`config.mk`:
```
export PLATFORM = sky130hd
export DESIGN_NAME = host_timestamp
export DESIGN_NICKNAME = d
export VERILOG_FILES = /design/src/rtl/tsr_pkg.sv /design/src/rtl/tsr_timebase.sv /design/src/rtl/tsr_offset_reg.sv /design/src/rtl/tsr_read_sum.sv /design/src/rtl/host_timestamp.sv
export SDC_FILE = /design/constraint.sdc
export NUM_CORES = 1
export LEC_CHECK = 0
export BUFFER_PORTS_ARGS = -buffer_cell sky130_fd_sc_hd__buf_2
export CAP_MARGIN = 20
export CORE_MARGIN = 5
export CORE_UTILIZATION = 30
export DETAILED_ROUTE_END_ITERATION = 8
export PLACE_DENSITY = 0.43
export RECOVER_POWER = 25
export SLEW_MARGIN = 20
export SYNTH_ARGS = -nofsm -noshare
export SYNTH_HDL_FRONTEND = slang
export SYNTH_HIERARCHICAL = 1
export SYNTH_SLANG_ARGS = --single-unit
export TNS_END_PERCENT = 30
```
`constraint.sdc`:
```
create_clock -name clk -period 8.4 [get_ports clk]
set_clock_uncertainty 0.2 [all_clocks]
set_input_delay 1.26 -clock clk [delete_from_list [all_inputs] [get_ports clk]]
set_output_delay 1.26 -clock clk [all_outputs]
set_load 0.02 [all_outputs]
```
`src/rtl/tsr_pkg.sv`:
```
package tsr_pkg;
    localparam int unsigned TSR_WIDTH_DEF = 64;
    localparam int unsigned TSR_STEP_DEF  = 10;
endpackage

```
`src/rtl/tsr_timebase.sv`:
```
module tsr_timebase #(
    parameter int unsigned TS_W    = tsr_pkg::TSR_WIDTH_DEF,
    parameter int unsigned NS_STEP = tsr_pkg::TSR_STEP_DEF
) (
    input  logic            clk,
    input  logic            rst_n,
    output logic [TS_W-1:0] now_o,
    output logic [TS_W-1:0] next_o
);
    localparam logic [TS_W-1:0] STEP_V = TS_W'(NS_STEP);

    typedef struct packed {
        logic [TS_W-1:0] ns;
    } tb_state_t;

    tb_state_t st_d, st_q;

    always_comb begin
        st_d    = st_q;
        st_d.ns = st_q.ns + STEP_V;
    end

    always_ff @(posedge clk or negedge rst_n) begin
        if (!rst_n) st_q <= '0;
        else        st_q <= st_d;
    end

    assign now_o  = st_q.ns;
    assign next_o = st_d.ns;

    // local time advances by the step each cycle, modulo 2^TS_W
    assert_tick_step_R5: assert property (@(posedge clk) disable iff (!rst_n)
        1'b1 |=> now_o == $past(now_o) + STEP_V);
endmodule

```
`src/rtl/tsr_offset_reg.sv`:
```
module tsr_offset_reg #(
    parameter int unsigned TS_W = tsr_pkg::TSR_WIDTH_DEF
) (
    input  logic            clk,
    input  logic            rst_n,
    input  logic            set_i,
    input  logic [TS_W-1:0] set_val_i,
    input  logic [TS_W-1:0] local_next_i,
    output logic            valid_o,
    output logic [TS_W-1:0] offset_o
);
    typedef struct packed {
        logic            valid;
        logic [TS_W-1:0] offset;
    } off_state_t;

    off_state_t st_d, st_q;

    always_comb begin
        st_d = st_q;
        if (set_i) begin
            st_d.valid  = 1'b1;
            st_d.offset = set_val_i - local_next_i;
        end
    end

    always_ff @(posedge clk or negedge rst_n) begin
        if (!rst_n) st_q <= '0;
        else        st_q <= st_d;
    end

    assign valid_o  = st_q.valid;
    assign offset_o = st_q.offset;

    assert_rise_needs_set_R1: assert property (@(posedge clk) disable iff (!rst_n)
        $rose(valid_o) |-> $past(set_i));

    assert_flag_sticky_R7: assert property (@(posedge clk) disable iff (!rst_n)
        valid_o |=> valid_o);

    assert_offset_hold_R4: assert property (@(posedge clk) disable iff (!rst_n)
        !set_i |=> $stable(offset_o));
endmodule

```
`src/rtl/tsr_read_sum.sv`:
```
module tsr_read_sum #(
    parameter int unsigned TS_W = tsr_pkg::TSR_WIDTH_DEF
) (
    input  logic            valid_i,
    input  logic [TS_W-1:0] now_i,
    input  logic [TS_W-1:0] offset_i,
    output logic [TS_W-1:0] ts_o
);
    always_comb begin
        ts_o = '0;
        if (valid_i) ts_o = now_i + offset_i;
    end
endmodule

```
`src/rtl/host_timestamp.sv`:
```
module host_timestamp #(
    parameter int unsigned TS_W    = tsr_pkg::TSR_WIDTH_DEF,
    parameter int unsigned NS_STEP = tsr_pkg::TSR_STEP_DEF
) (
    input  logic            clk,
    input  logic            rst_n,
    input  logic            set_i,
    input  logic [TS_W-1:0] set_val_i,
    output logic [TS_W-1:0] ts_o
);
    localparam logic [TS_W-1:0] STEP_V = TS_W'(NS_STEP);

    logic [TS_W-1:0] now_w, next_w, offset_w;
    logic            valid_w;

    tsr_timebase #(.TS_W(TS_W), .NS_STEP(NS_STEP)) u_timebase (
        .clk    (clk),
        .rst_n  (rst_n),
        .now_o  (now_w),
        .next_o (next_w)
    );

    tsr_offset_reg #(.TS_W(TS_W)) u_offset (
        .clk          (clk),
        .rst_n        (rst_n),
        .set_i        (set_i),
        .set_val_i    (set_val_i),
        .local_next_i (next_w),
        .valid_o      (valid_w),
        .offset_o     (offset_w)
    );

    tsr_read_sum #(.TS_W(TS_W)) u_sum (
        .valid_i  (valid_w),
        .now_i    (now_w),
        .offset_i (offset_w),
        .ts_o     (ts_o)
    );

    assert_set_visible_R2: assert property (@(posedge clk) disable iff (!rst_n)
        set_i |=> ts_o == $past(set_val_i));

    assert_running_R3: assert property (@(posedge clk) disable iff (!rst_n)
        (valid_w && !set_i) |=> ts_o == $past(ts_o) + STEP_V);
endmodule

```
======== Yosys cells after proc, flatten, opt, wreduce, memory -nomap -nowiden ========
Index checks and enable logic that the tools add are counted.
operators by class
  mux-type cells .......................... 1
  add/sub/neg operators ................... 3
operators by type and width
  operator                 number
  $add A64 B4 Y64 const B  1
  $add A64 B64 Y64         1
  $mux W64                 1
  $sub A64 B64 Y64         1
storage, ports and cells
  word-level logic and storage cells ...... 7
  output and inout port bits .............. 64
  flip-flop bits (word level) ............. 129

======== Logic depth before layout (Yosys ltp) ========
Gate-level depths: netlist of the first run.
  word-level depth ........................ 2
  depth in mapped cells ................... 19
  gate-level depth less buffers ........... 18

======== By module ========
The synthesis of the first run kept the hierarchy.
modules (own cells, without submodules)
  module          area an instance (um2)  times used  cells each
  tsr_offset_reg  6477.5                  1           757
  tsr_read_sum    4230.3                  1           648
  tsr_timebase    2887.8                  1           264

======== Worst setup path before layout of the first run ========
No wires, ideal clock.
  kind .................................... flip-flop to flip-flop
  from .................................... reg u_timebase.st_q (netlist bit u_timebase/now_o[1])
  to ...................................... reg u_offset.st_q (netlist bit u_offset/offset_o[59])
  data arrival time ....................... 4.285 ns
  clock period less this slack ............ 4.609 ns
  cell stages (with the launch flop) ...... 18
  path buffers ............................ 0
  setup slack ............................. 3.791 ns
  path through ............................ dfrtp_1 -> ha_1 -> o21ai_0 -> nor3_2 -> and3_1 -> and4_1 -> xor2_1 -> inv_1 -> ha_1 -> nand2_1 -> or3_1 -> or4_1 -> o21a_2 -> o211a_4 -> o31ai_4 -> a31oi_2 -> xnor2_1 -> mux2_2
between the ends
  word-level cells in the longest chain between the ends .. 2
RTL lines
  item                      RTL line              text
  start: declaration        tsr_timebase.sv:16    tb_state_t st_d, st_q;
  start signal: assignment  tsr_timebase.sv:25    else st_q <= st_d;
  $add A64 B4 Y64           tsr_timebase.sv:20    st_d.ns = st_q.ns + STEP_V;
  named net next_w[23]      host_timestamp.sv:13  logic [TS_W-1:0] now_w, next_w, offset_w;
  $sub A64 B64 Y64          tsr_offset_reg.sv:23  st_d.offset = set_val_i - local_next_i;
  end signal: assignment    tsr_offset_reg.sv:29  else st_q <= st_d;
  end: declaration          tsr_offset_reg.sv:17  off_state_t st_d, st_q;
The timed path passes the listed nets, and every way through them passes these cells.
A chain may end at the register's enable or synchronous reset.

======== Final worst setup path of the first run ========
  from .................................... reg u_timebase.st_q (netlist bit u_timebase/now_o[1])
  to ...................................... reg u_offset.st_q (netlist bit u_offset/offset_o[60])
The elaborated chain is that of the path after synthesis.

==> flow_metrics.env, run 1 <==
export IMPL_synth_compound_area_frac=0.2233
export IMPL_gp_congestion=0.8777
export IMPL_overflow=0
export IMPL_synth_edf_count=0
export IMPL_dr_pass1_iters=7
export IMPL_fill_cells=4843
export IMPL_finalSetupViolCount=0
export IMPL_hold_viol=0
export IMPL_cts_tree="built"
export IMPL_crit_path_cell_trace="ha_1, o21ai_0, nor3_2, and3_1, and4_1, xor2_1, inv_1, ha_1, nand4_1, nor3_1, a22oi_1, o2bb2ai_1, a31o_2, o21ai_1, a31oi_1, o31ai_1, xor2_1, mux2_2"
export IMPL_slowest_stage="nor3_2"
export IMPL_stdcell_area_um2=15280
export IMPL_maxSlewViolCount=114
export IMPL_synthCells=1669
export IMPL_layout_drive_gt1_share=0.1477
export IMPL_fin_crit_ps=6079
export IMPL_synth_top_family_by_area="compound AO/OA/AOI/OAI gates"
export IMPL_maxSlewHeadroom=-1.525
export IMPL_hold_buffers=0
export IMPL_crit_type="reg2reg"
export IMPL_grt_use_total=0.1849
export IMPL_grt_pass1_wl_um=73040
export IMPL_critPathLaunchType="flop"
export IMPL_clock_latency_ps=440
export IMPL_io_pins=131
export IMPL_synth_top_area_frac=0.2356
export IMPL_wl_per_cell_um=19.89
export IMPL_drt_iter0_markers=821
export IMPL_antenna_found_initial=0
export IMPL_ir_worst_vdd_v=0.0001443
export IMPL_nets=1950
export IMPL_yosysMostFrequentCell="nor2_1"
export IMPL_synth_area_top_cells="dfrtp_1 (24%), ha_1 (12%), xnor2_1 (5.7%)"
export IMPL_status="complete, but fails checks"
export IMPL_synth_commonest_cells="nor2_1 (145), a21oi_1 (137), nand2_1 (132)"
export IMPL_cts_htree_levels=4
export IMPL_vias=12560
export IMPL_netlist_area_um2=13600
export IMPL_max_freq_mhz=164.5
export IMPL_p_leak_uw=0.006854
export IMPL_synth_seq_area_share=0.2356
export IMPL_cts_num_sinks=128
export IMPL_cp_max_fo=8
export IMPL_antenna_left=0
export IMPL_die_area_um2=49680
export IMPL_setup_tns_final_ps=0
export IMPL_syn_avg_cell_area_um2=8.146
export IMPL_viasPerCell=5.305
export IMPL_synth_top_area_cell="dfrtp_1"
export IMPL_rsz0062_at_grt="false"
export IMPL_postCtsSetupBuffers=0
export IMPL_yosys_register_bits=128
export IMPL_synth_cell_types=97
export IMPL_holdCritPathClass="reg2reg"
export IMPL_dpl_cell_area_um2=14650
export IMPL_wl_um=47070
export IMPL_yosys_warnings=6
export IMPL_cts_resized=0
export IMPL_yosys_area_share_simple=0.2015
export IMPL_clockBufferDepth=2
export IMPL_numCtsBuffers=17
export IMPL_power_per_cell_area_nw_per_um2=150.9
export IMPL_worst_pin_slew_ps=3787
export IMPL_initial_core_util=0.3015
export IMPL_portBuffers=130
export IMPL_synth_xor_area_share=0.1057
export IMPL_die_x_um=222.9
export IMPL_grt_start_max_net_pins=67
export IMPL_arrival_ps=6200
export IMPL_rows=78
export IMPL_synth_ff_type="dfrtp_1"
export IMPL_clock_root_buffer="clkbuf_16"
export IMPL_syn_to_final_growth_pct=12.41
export IMPL_synth_adder_area_share=0.1198
export IMPL_worstPathRequired_ps=8520
export IMPL_coreArea_um2=45090
export IMPL_critPathCaptureType="flop"
export IMPL_postLayoutCoreUtil=0.3390
export IMPL_drc=0
export IMPL_crit_path_max_incr_delay_ps=830
export IMPL_cap_violations=2
export IMPL_diodes=0
export IMPL_fp_dieH_um=222.9
export IMPL_synth_mux_area_frac=0.05375
export IMPL_cts_clk_slew_worst_paths_ps=60
export IMPL_async_reset_ff_frac=1.000
export IMPL_first_global_vias=12620
export IMPL_dp_hpwl_um=38800
export IMPL_violations="max-capacitance violations, max-slew violations"
export IMPL_timing_final_crit_share=0.7237
==> cell families (layout without fill, tap and decap cells) <==
group           after synthesis  count (layout)
simple gates                544             544
compound gates              457             457
buf+inv                     180             277
xor+xnor                    164             164
fa+ha+maj                   129             129
flops                       128             128
mux                          66              66
other cells                   1               2
==> cell type report <==
| type | instances | area, um2 | area share |
|---|---|---|---|
| flip-flops and latches | 128 | 3203 | 0.2096 |
| clock inverters | 11 | 177.7 | 0.01163 |
| repair buffers | 138 | 708.2 | 0.04634 |
| well taps | 600 | 750.7 | 0.04912 |
| multi-input cells | 1362 | 9572 | 0.6263 |
| inverters | 107 | 401.6 | 0.02628 |
| clock buffers | 21 | 470.5 | 0.03078 |
==> stage by stage <==
stage	setup slack, ps	hold slack (ps)	instances	power, uW
after detailed placement	2300	303.3	2335	1504
final	2321	317.0	2367	2306
after floorplan	3791	284.7	1670	1243
after CTS	2260	317.1	2367	2333
after global routing	1894	328.5	2367	2438
after global placement	2450	296.2	2335	1505
==> layer usage <==
| layer | track usage | up-vias | routed length (um) |
|---|---|---|---|
| li1 | - | 6213 | - |
| met5 | 0 | - | 0 |
| met2 | 0.2994 | 273 | 21550 |
| met4 | 0.04209 | 0 | 673 |
| met1 | 0.2619 | 6039 | 22830 |
| met3 | 0.02671 | 33 | 2022 |
==> worst paths after layout <==
kind	slack, ps	depth (start not counted)	end	startpoint
min	320	1	u_timebase/now_o[63]	u_timebase/now_o[63]
max reg2reg	2320	18	u_offset/offset_o[60]	u_timebase/now_o[1]
min reg2reg	320	1	u_timebase/now_o[63]	u_timebase/now_o[63]
max in group asynchronous	3730	2	u_timebase/now_o[34]	rst_n
min in group asynchronous	1920	1	u_offset/offset_o[2]	rst_n
max	2320	18	u_offset/offset_o[60]	u_timebase/now_o[1]
==> sequential cells by signal, summed over array words and instances (netlist names) <==
register	cells
u_offset/offset_o	64
u_timebase/now_o	63
u_offset/valid_o	1
==> power by group <==
part           internal (uW)  switching, uW  leakage (uW)  total, uW
Clock                    522            291      0.000306        813
Sequential               669           42.9       0.00161        712
Combinational            288            492       0.00494        781
Total                   1480            827       0.00685       2310
==> layout by cell type (no fill, tap or decap), drive strengths merged, types with 71 or more instances in the layout <==
| cell | count |
|---|---|
| ha | 127 |
| inv | 108 |
| xor2 | 76 |
| a21oi | 139 |
| o21ai | 81 |
| buf | 136 |
| a21o | 71 |
| nor2 | 145 |
| xnor2 | 88 |
| nand2 | 132 |
| dfrtp | 128 |
==> worst max-delay path: cells and delay by family (launching register included) <==
family / cells / cell delay (ps)
adder cells (fa/ha/maj): 2 / 600
buffers and inverters: 1 / 80
multiplexers: 1 / 270
XOR/XNOR: 2 / 340
AO/OA/AOI/OAI: 7 / 2100
AND/OR/NAND/NOR: 5 / 1940
flip-flops: 1 / 420
(Power assumes the default switching activity.)
==> run 2: changes to the inputs <==
==> constraint.sdc (replaced) <==
create_clock -name clk -period 5.9 [get_ports clk]
set_clock_uncertainty 0.2 [all_clocks]
set_input_delay 0.885 -clock clk [delete_from_list [all_inputs] [get_ports clk]]
set_output_delay 0.885 -clock clk [all_outputs]
set_load 0.02 [all_outputs]
==> run 2 against run 1 <==
Net effect:
- the run still ends with max-capacitance violations, max-slew violations left
- via count is 0.54% higher
- wire length rose by 2.0%
- worst hold slack improved by 1.3 ps
- non-clock buffer count grew 12
- die area stayed put
- fmax is 13% higher
- critical path type unchanged
- largest power group is now combinational cells
- highest routed layer unchanged
==> flow_metrics.env, run 2 (synthesis results as in run 1) <==
export IMPL_status="complete, but fails checks"
export IMPL_violations="max-capacitance violations, max-slew violations"
export IMPL_first_global_vias=12540
export IMPL_ir_worst_vdd_v=0.0001819
export IMPL_cts_resized=0
export IMPL_max_freq_mhz=186.1
export IMPL_timing_final_crit_share=0.9108
export IMPL_cp_max_fo=8
export IMPL_die_area_um2=49680
export IMPL_clockBufferDepth=2
export IMPL_crit_path_cell_trace="ha_1, o21ai_0, clkbuf_1, nor3_2, buf_4, nand4_2, nor2_1, xor2_1, inv_1, ha_1, a21o_1, a21o_1, a21oi_1, a21boi_0, o21ai_0, a221o_1, a31oi_1, o31ai_1, xor2_1, mux2_2"
export IMPL_drc=0
export IMPL_hold_viol=0
export IMPL_numCtsBuffers=17
export IMPL_path_buf_inv=3
export IMPL_coreArea_um2=45090
export IMPL_grt_pass1_wl_um=73860
export IMPL_postCtsSetupBuffers=0
export IMPL_layout_drive_gt1_share=0.1535
export IMPL_slowest_stage="ha_1"
export IMPL_wl_per_cell_um=20.19
export IMPL_drt_iter0_markers=828
export IMPL_holdPathStages=1
export IMPL_cts_num_sinks=128
export IMPL_antenna_found_initial=0
export IMPL_critPathCaptureType="flop"
export IMPL_arrival_ps=5480
export IMPL_cts_clk_slew_worst_paths_ps=60
export IMPL_cp_num_cells=20
export IMPL_portBuffers=130
export IMPL_largest_reg_flops=64
export IMPL_final_common_cell="nor2_1"
export IMPL_crit_path_max_incr_delay_ps=420
export IMPL_syn_to_final_growth_pct=12.82
export IMPL_fin_crit_ps=5374
export IMPL_rows=78
export IMPL_wl_um=48000
export IMPL_cts_tree="built"
export IMPL_reg2regPathDepth=20
export IMPL_holdCritPathClass="reg2reg"
export IMPL_cap_violations=2
export IMPL_worstPathRequired_ps=6010
export IMPL_diodes=0
export IMPL_power_per_cell_area_nw_per_um2=212.0
export IMPL_critPathLaunchType="flop"
export IMPL_worstSetupStartpoint="u_timebase/now_o[1]"
export IMPL_rsz0062_at_grt="false"
export IMPL_dr_pass1_iters=5
export IMPL_finalSetupViolCount=0
export IMPL_layout_common_cells="nor2_1 (145), a21oi_1 (137), nand2_1 (132), buf_2 (128), dfrtp_1 (128)"
export IMPL_p_leak_uw=0.006906
export IMPL_io_pins=131
export IMPL_cp_top_family="compound AO/OA/AOI/OAI gates"
export IMPL_nets=1962
export IMPL_setup_tns_final_ps=0
export IMPL_overflow=0
export IMPL_initial_core_util=0.3015
export IMPL_die_x_um=222.9
export IMPL_dp_hpwl_um=39380
export IMPL_viasPerCell=5.310
export IMPL_clock_latency_ps=430
export IMPL_hold_buffers=0
export IMPL_vias=12630
export IMPL_min_from="u_timebase/now_o[63]"
export IMPL_worst_pin_slew_ps=2273
export IMPL_gp_congestion=0.8679
export IMPL_fp_dieH_um=222.9
export IMPL_grt_use_total=0.1865
export IMPL_grt_start_max_net_pins=54
export IMPL_r2r_start="u_timebase/now_o[1]"
export IMPL_maxSlewViolCount=79
export IMPL_maxSlewHeadroom=-0.5152
export IMPL_crit_type="reg2reg"
export IMPL_cts_htree_levels=4
export IMPL_antenna_left=0
export IMPL_total_power_uw=3252
export IMPL_clock_root_buffer="clkbuf_16"
[run 2: cell type report]
type,count,area (um2)
tap,600,750.7
multi-input combinational,1362,9578
inverter,107,401.6
sequential,128,3203
fill,4866,29750
clock inverter,12,157.7
timing repair buffer,150,794.5
clock buffer,19,452.9
[run 2: final timing paths]
| kind | to | slack (ps) |
|---|---|---|
| worst min register to register | u_timebase/now_o[63] | 320 |
| max in group asynchronous | u_timebase/now_o[32] | 1690 |
| worst min-delay path | u_timebase/now_o[63] | 320 |
| worst max register to register | u_offset/offset_o[60] | 530 |
| min in group asynchronous | u_offset/offset_o[2] | 930 |
| worst max-delay path | u_offset/offset_o[60] | 530 |
[run 2: layer usage]
metal / global-route usage / share of wire / up-vias / wire, um
met5: 0 / 0 / - / 0
met4: 0.04170 / 0.017 / 0 / 831
met3: 0.02184 / 0.034 / 42 / 1617
met2: 0.3037 / 0.46 / 278 / 22010
met1: 0.2664 / 0.49 / 6088 / 23540
li1: - / - / 6218 / -
[run 2: report_power, final]
| part | internal [uW] | switching [uW] | leakage (uW) |
|---|---|---|---|
| Combinational | 412 | 710 | 0.00499 |
| Sequential | 952 | 59.9 | 0.00161 |
| Clock | 688 | 430 | 0.000304 |
| Total | 2050 | 1200 | 0.00691 |
[run 2: per-stage QoR]
step	setup WS (ps)	util	cell area [um2]	hold WS (ps)	std cells
CTS	609.4	0.3405	15350	159.8	2378
global route	229.8	0.3402	15340	332.4	2378
global placement	643.5	0.3270	14740	296.8	2347
detailed placement	649.5	0.3270	14740	305.9	2347
floorplan	1291	-	13600	284.7	1670
finish	526.1	0.3402	15340	318.4	2378
==> run 3: changes to the inputs <==
--- a/config.mk
+++ b/config.mk
@@ -8,9 +8,9 @@
 export BUFFER_PORTS_ARGS = -buffer_cell sky130_fd_sc_hd__buf_2
 export CAP_MARGIN = 20
 export CORE_MARGIN = 5
-export CORE_UTILIZATION = 30
+export CORE_UTILIZATION = 45
 export DETAILED_ROUTE_END_ITERATION = 8
-export PLACE_DENSITY = 0.43
+export PLACE_DENSITY = 0.6
 export RECOVER_POWER = 25
 export SLEW_MARGIN = 20
 export SYNTH_ARGS = -nofsm -noshare
==> run 3 against run 2 <==
Net effect:
- the flow still finishes with violations (max-capacitance violations, max-slew violations)
- worst hold slack got worse by 7.7 ps
- combinational power barely moved
- fmax fell by 1.8%
- setup slack got worse by 97 ps
- flip-flop and latch count did not move
==> flow_metrics.env, run 3 (synthesis results as in run 1) <==
export IMPL_coreArea_um2=29720
export IMPL_combPwrFrac=0.337
export IMPL_switching_share=0.3614
export IMPL_holdCritPathClass="reg2reg"
export IMPL_drt_iter0_markers=916
export IMPL_timing_final_crit_share=0.9273
export IMPL_cts_tree="built"
export IMPL_postCtsSetupBuffers=0
export IMPL_power_per_cell_area_nw_per_um2=216.8
export IMPL_numCtsBuffers=17
export IMPL_dp_worst_setup_slack_ps=359.2
export IMPL_dr_pass1_iters=5
export IMPL_layout_drive_gt1_share=0.1496
export IMPL_overflow=0
export IMPL_cap_violations=2
export IMPL_intPower_uw=2082
export IMPL_io_pins=131
export IMPL_antenna_found_initial=0
export IMPL_cts_htree_levels=4
export IMPL_largest_reg_flops=64
export IMPL_syn_to_final_growth_pct=10.58
export IMPL_critPathLaunchType="flop"
export IMPL_setup_slack_ps=428.8
export IMPL_grt_start_max_net_pins=57
export IMPL_crit_path_max_incr_delay_ps=710
export IMPL_dp_hpwl_um=35080
export IMPL_ir_worst_vdd_v=0.0001802
export IMPL_rsz0062_at_grt="false"
export IMPL_maxSlewViolCount=95
export IMPL_portBuffers=130
export IMPL_clockBufferDepth=2
export IMPL_p_sw_uw=1178
export IMPL_crit_path_cell_trace="nand4_1, nor4_1, nand4_2, nor2_1, xor2_1, inv_1, ha_1, a21o_1, a21o_1, a21oi_1, a21boi_0, o21ai_0, a221o_1, a31oi_1, o31ai_1, xor2_1, mux2_2"
export IMPL_first_global_vias=12370
export IMPL_layout_common_cells="nor2_1 (145), a21oi_1 (137), nand2_1 (132), buf_2 (128), dfrtp_1 (128)"
export IMPL_clock_root_buffer="clkbuf_16"
export IMPL_clkPwrFrac=0.353
export IMPL_max_freq_mhz=182.8
export IMPL_wl_um=43110
export IMPL_initial_core_util=0.4575
export IMPL_p_seq_frac=0.310
export IMPL_total_power_uw=3260
export IMPL_cp_max_fo=7
export IMPL_viasPerCell=5.910
export IMPL_status="complete, but fails checks"
export IMPL_slowest_stage="nor4_1"
export IMPL_place_inst=2130
export IMPL_setup_tns_final_ps=0
export IMPL_critPathCaptureType="flop"
export IMPL_drc=0
export IMPL_maxSlewHeadroom=-0.9680
export IMPL_final_cells=2161
export IMPL_wl_per_cell_um=19.95
export IMPL_cts_resized=0
export IMPL_cts_clk_slew_worst_paths_ps=70
export IMPL_fp_dieH_um=183.8
export IMPL_p_leak_uw=0.006872
export IMPL_postLayoutCoreUtil=0.5059
export IMPL_grt_use_total=0.2503
export IMPL_gp_congestion=0.9238
export IMPL_clock_latency_ps=420
export IMPL_die_x_um=183.8
export IMPL_nets=1955
export IMPL_finalSetupViolCount=0
export IMPL_r2r_setup_slack_ps=430
export IMPL_fin_crit_ps=5471
export IMPL_worst_pin_slew_ps=2952
export IMPL_die_area_um2=33790
export IMPL_hold_viol=0
export IMPL_crit_type="reg2reg"
export IMPL_worstPathRequired_ps=6010
export IMPL_diodes=0
export IMPL_antenna_left=0
export IMPL_arrival_ps=5580
export IMPL_rows=63
export IMPL_vias=12770
export IMPL_cts_num_sinks=128
export IMPL_final_common_cell="nor2_1"
export IMPL_grt_pass1_wl_um=67720
export IMPL_violations="max-capacitance violations, max-slew violations"
-- run 3: cell types whose count changed in the layout (fill, tap and decap cells not counted), sizes merged --
cell / change
inv: -1
bufinv: +1
buf: -8
clkinvlp: +1
-- run 3: metal layers --
layer / GRT usage / wire length [um] / vias up / part of all wire
li1: - / - / 6222 / -
met5: 0 / 0 / - / 0
met3: 0.03186 / 2018 / 56 / 0.047
met2: 0.4031 / 19570 / 362 / 0.45
met1: 0.3529 / 20420 / 6132 / 0.47
met4: 0.07453 / 1101 / 0 / 0.026
-- run 3: power groups by stage --
stage	clock network [uW]	logic, uW	registers (uW)
floorplan	0	773	996
global placement	0	1090	1030
detailed placement	0	1090	1030
CTS	1170	1100	1010
global route	1210	1200	1020
finish	1150	1100	1010
-- run 3: final cells by class --
cell class / count / area, um2
Timing Repair Buffer: 143 / 738.2
Fill cell: 2937 / 14680
Sequential cell: 128 / 3203
Clock inverter: 13 / 186.4
Multi-Input combinational cell: 1362 / 9578
Inverter: 107 / 401.6
Clock buffer: 18 / 439.2
Tap cell: 390 / 488.0
-- run 3: final timing paths --
| path | endpoint | start | depth (start not counted) |
|---|---|---|---|
| max reg2reg | u_offset/offset_o[60] | u_timebase/now_o[35] | 17 |
| min | u_offset/offset_o[28] | u_offset/offset_o[28] | 1 |
| max in group asynchronous | u_timebase/now_o[35] | rst_n | 2 |
| min reg2reg | u_offset/offset_o[28] | u_offset/offset_o[28] | 1 |
| max | u_offset/offset_o[60] | u_timebase/now_o[35] | 17 |
| min in group asynchronous | u_offset/offset_o[7] | rst_n | 1 |
-- run 3: timing repair --
action,4_1_cts,5_1_grt
hold buffers,0,0
setup endpoints to repair,0,2
hold endpoints to repair,0,0
-- run 3: worst max-delay path: cells and delay by family, from the launching register on --
kind                       cells  cell delay [ps]
and+or+nand+nor                4             1710
DFF                            1              450
AOI/OAI and AO/OA              8             1900
buffers and inverters          1               70
muxes                          1              270
xor gates and xnor gates       2              370
adders and majority gates      1              380
-- run 3: stage by stage --
step	hold WS [ps]	instance area (um2)
3_3_place_gp	294.6	14420
6_report	310.7	15030
2_1_floorplan	284.7	13600
5_1_grt	321.2	15030
4_1_cts	314.3	15050
3_5_place_dp	301.0	14420
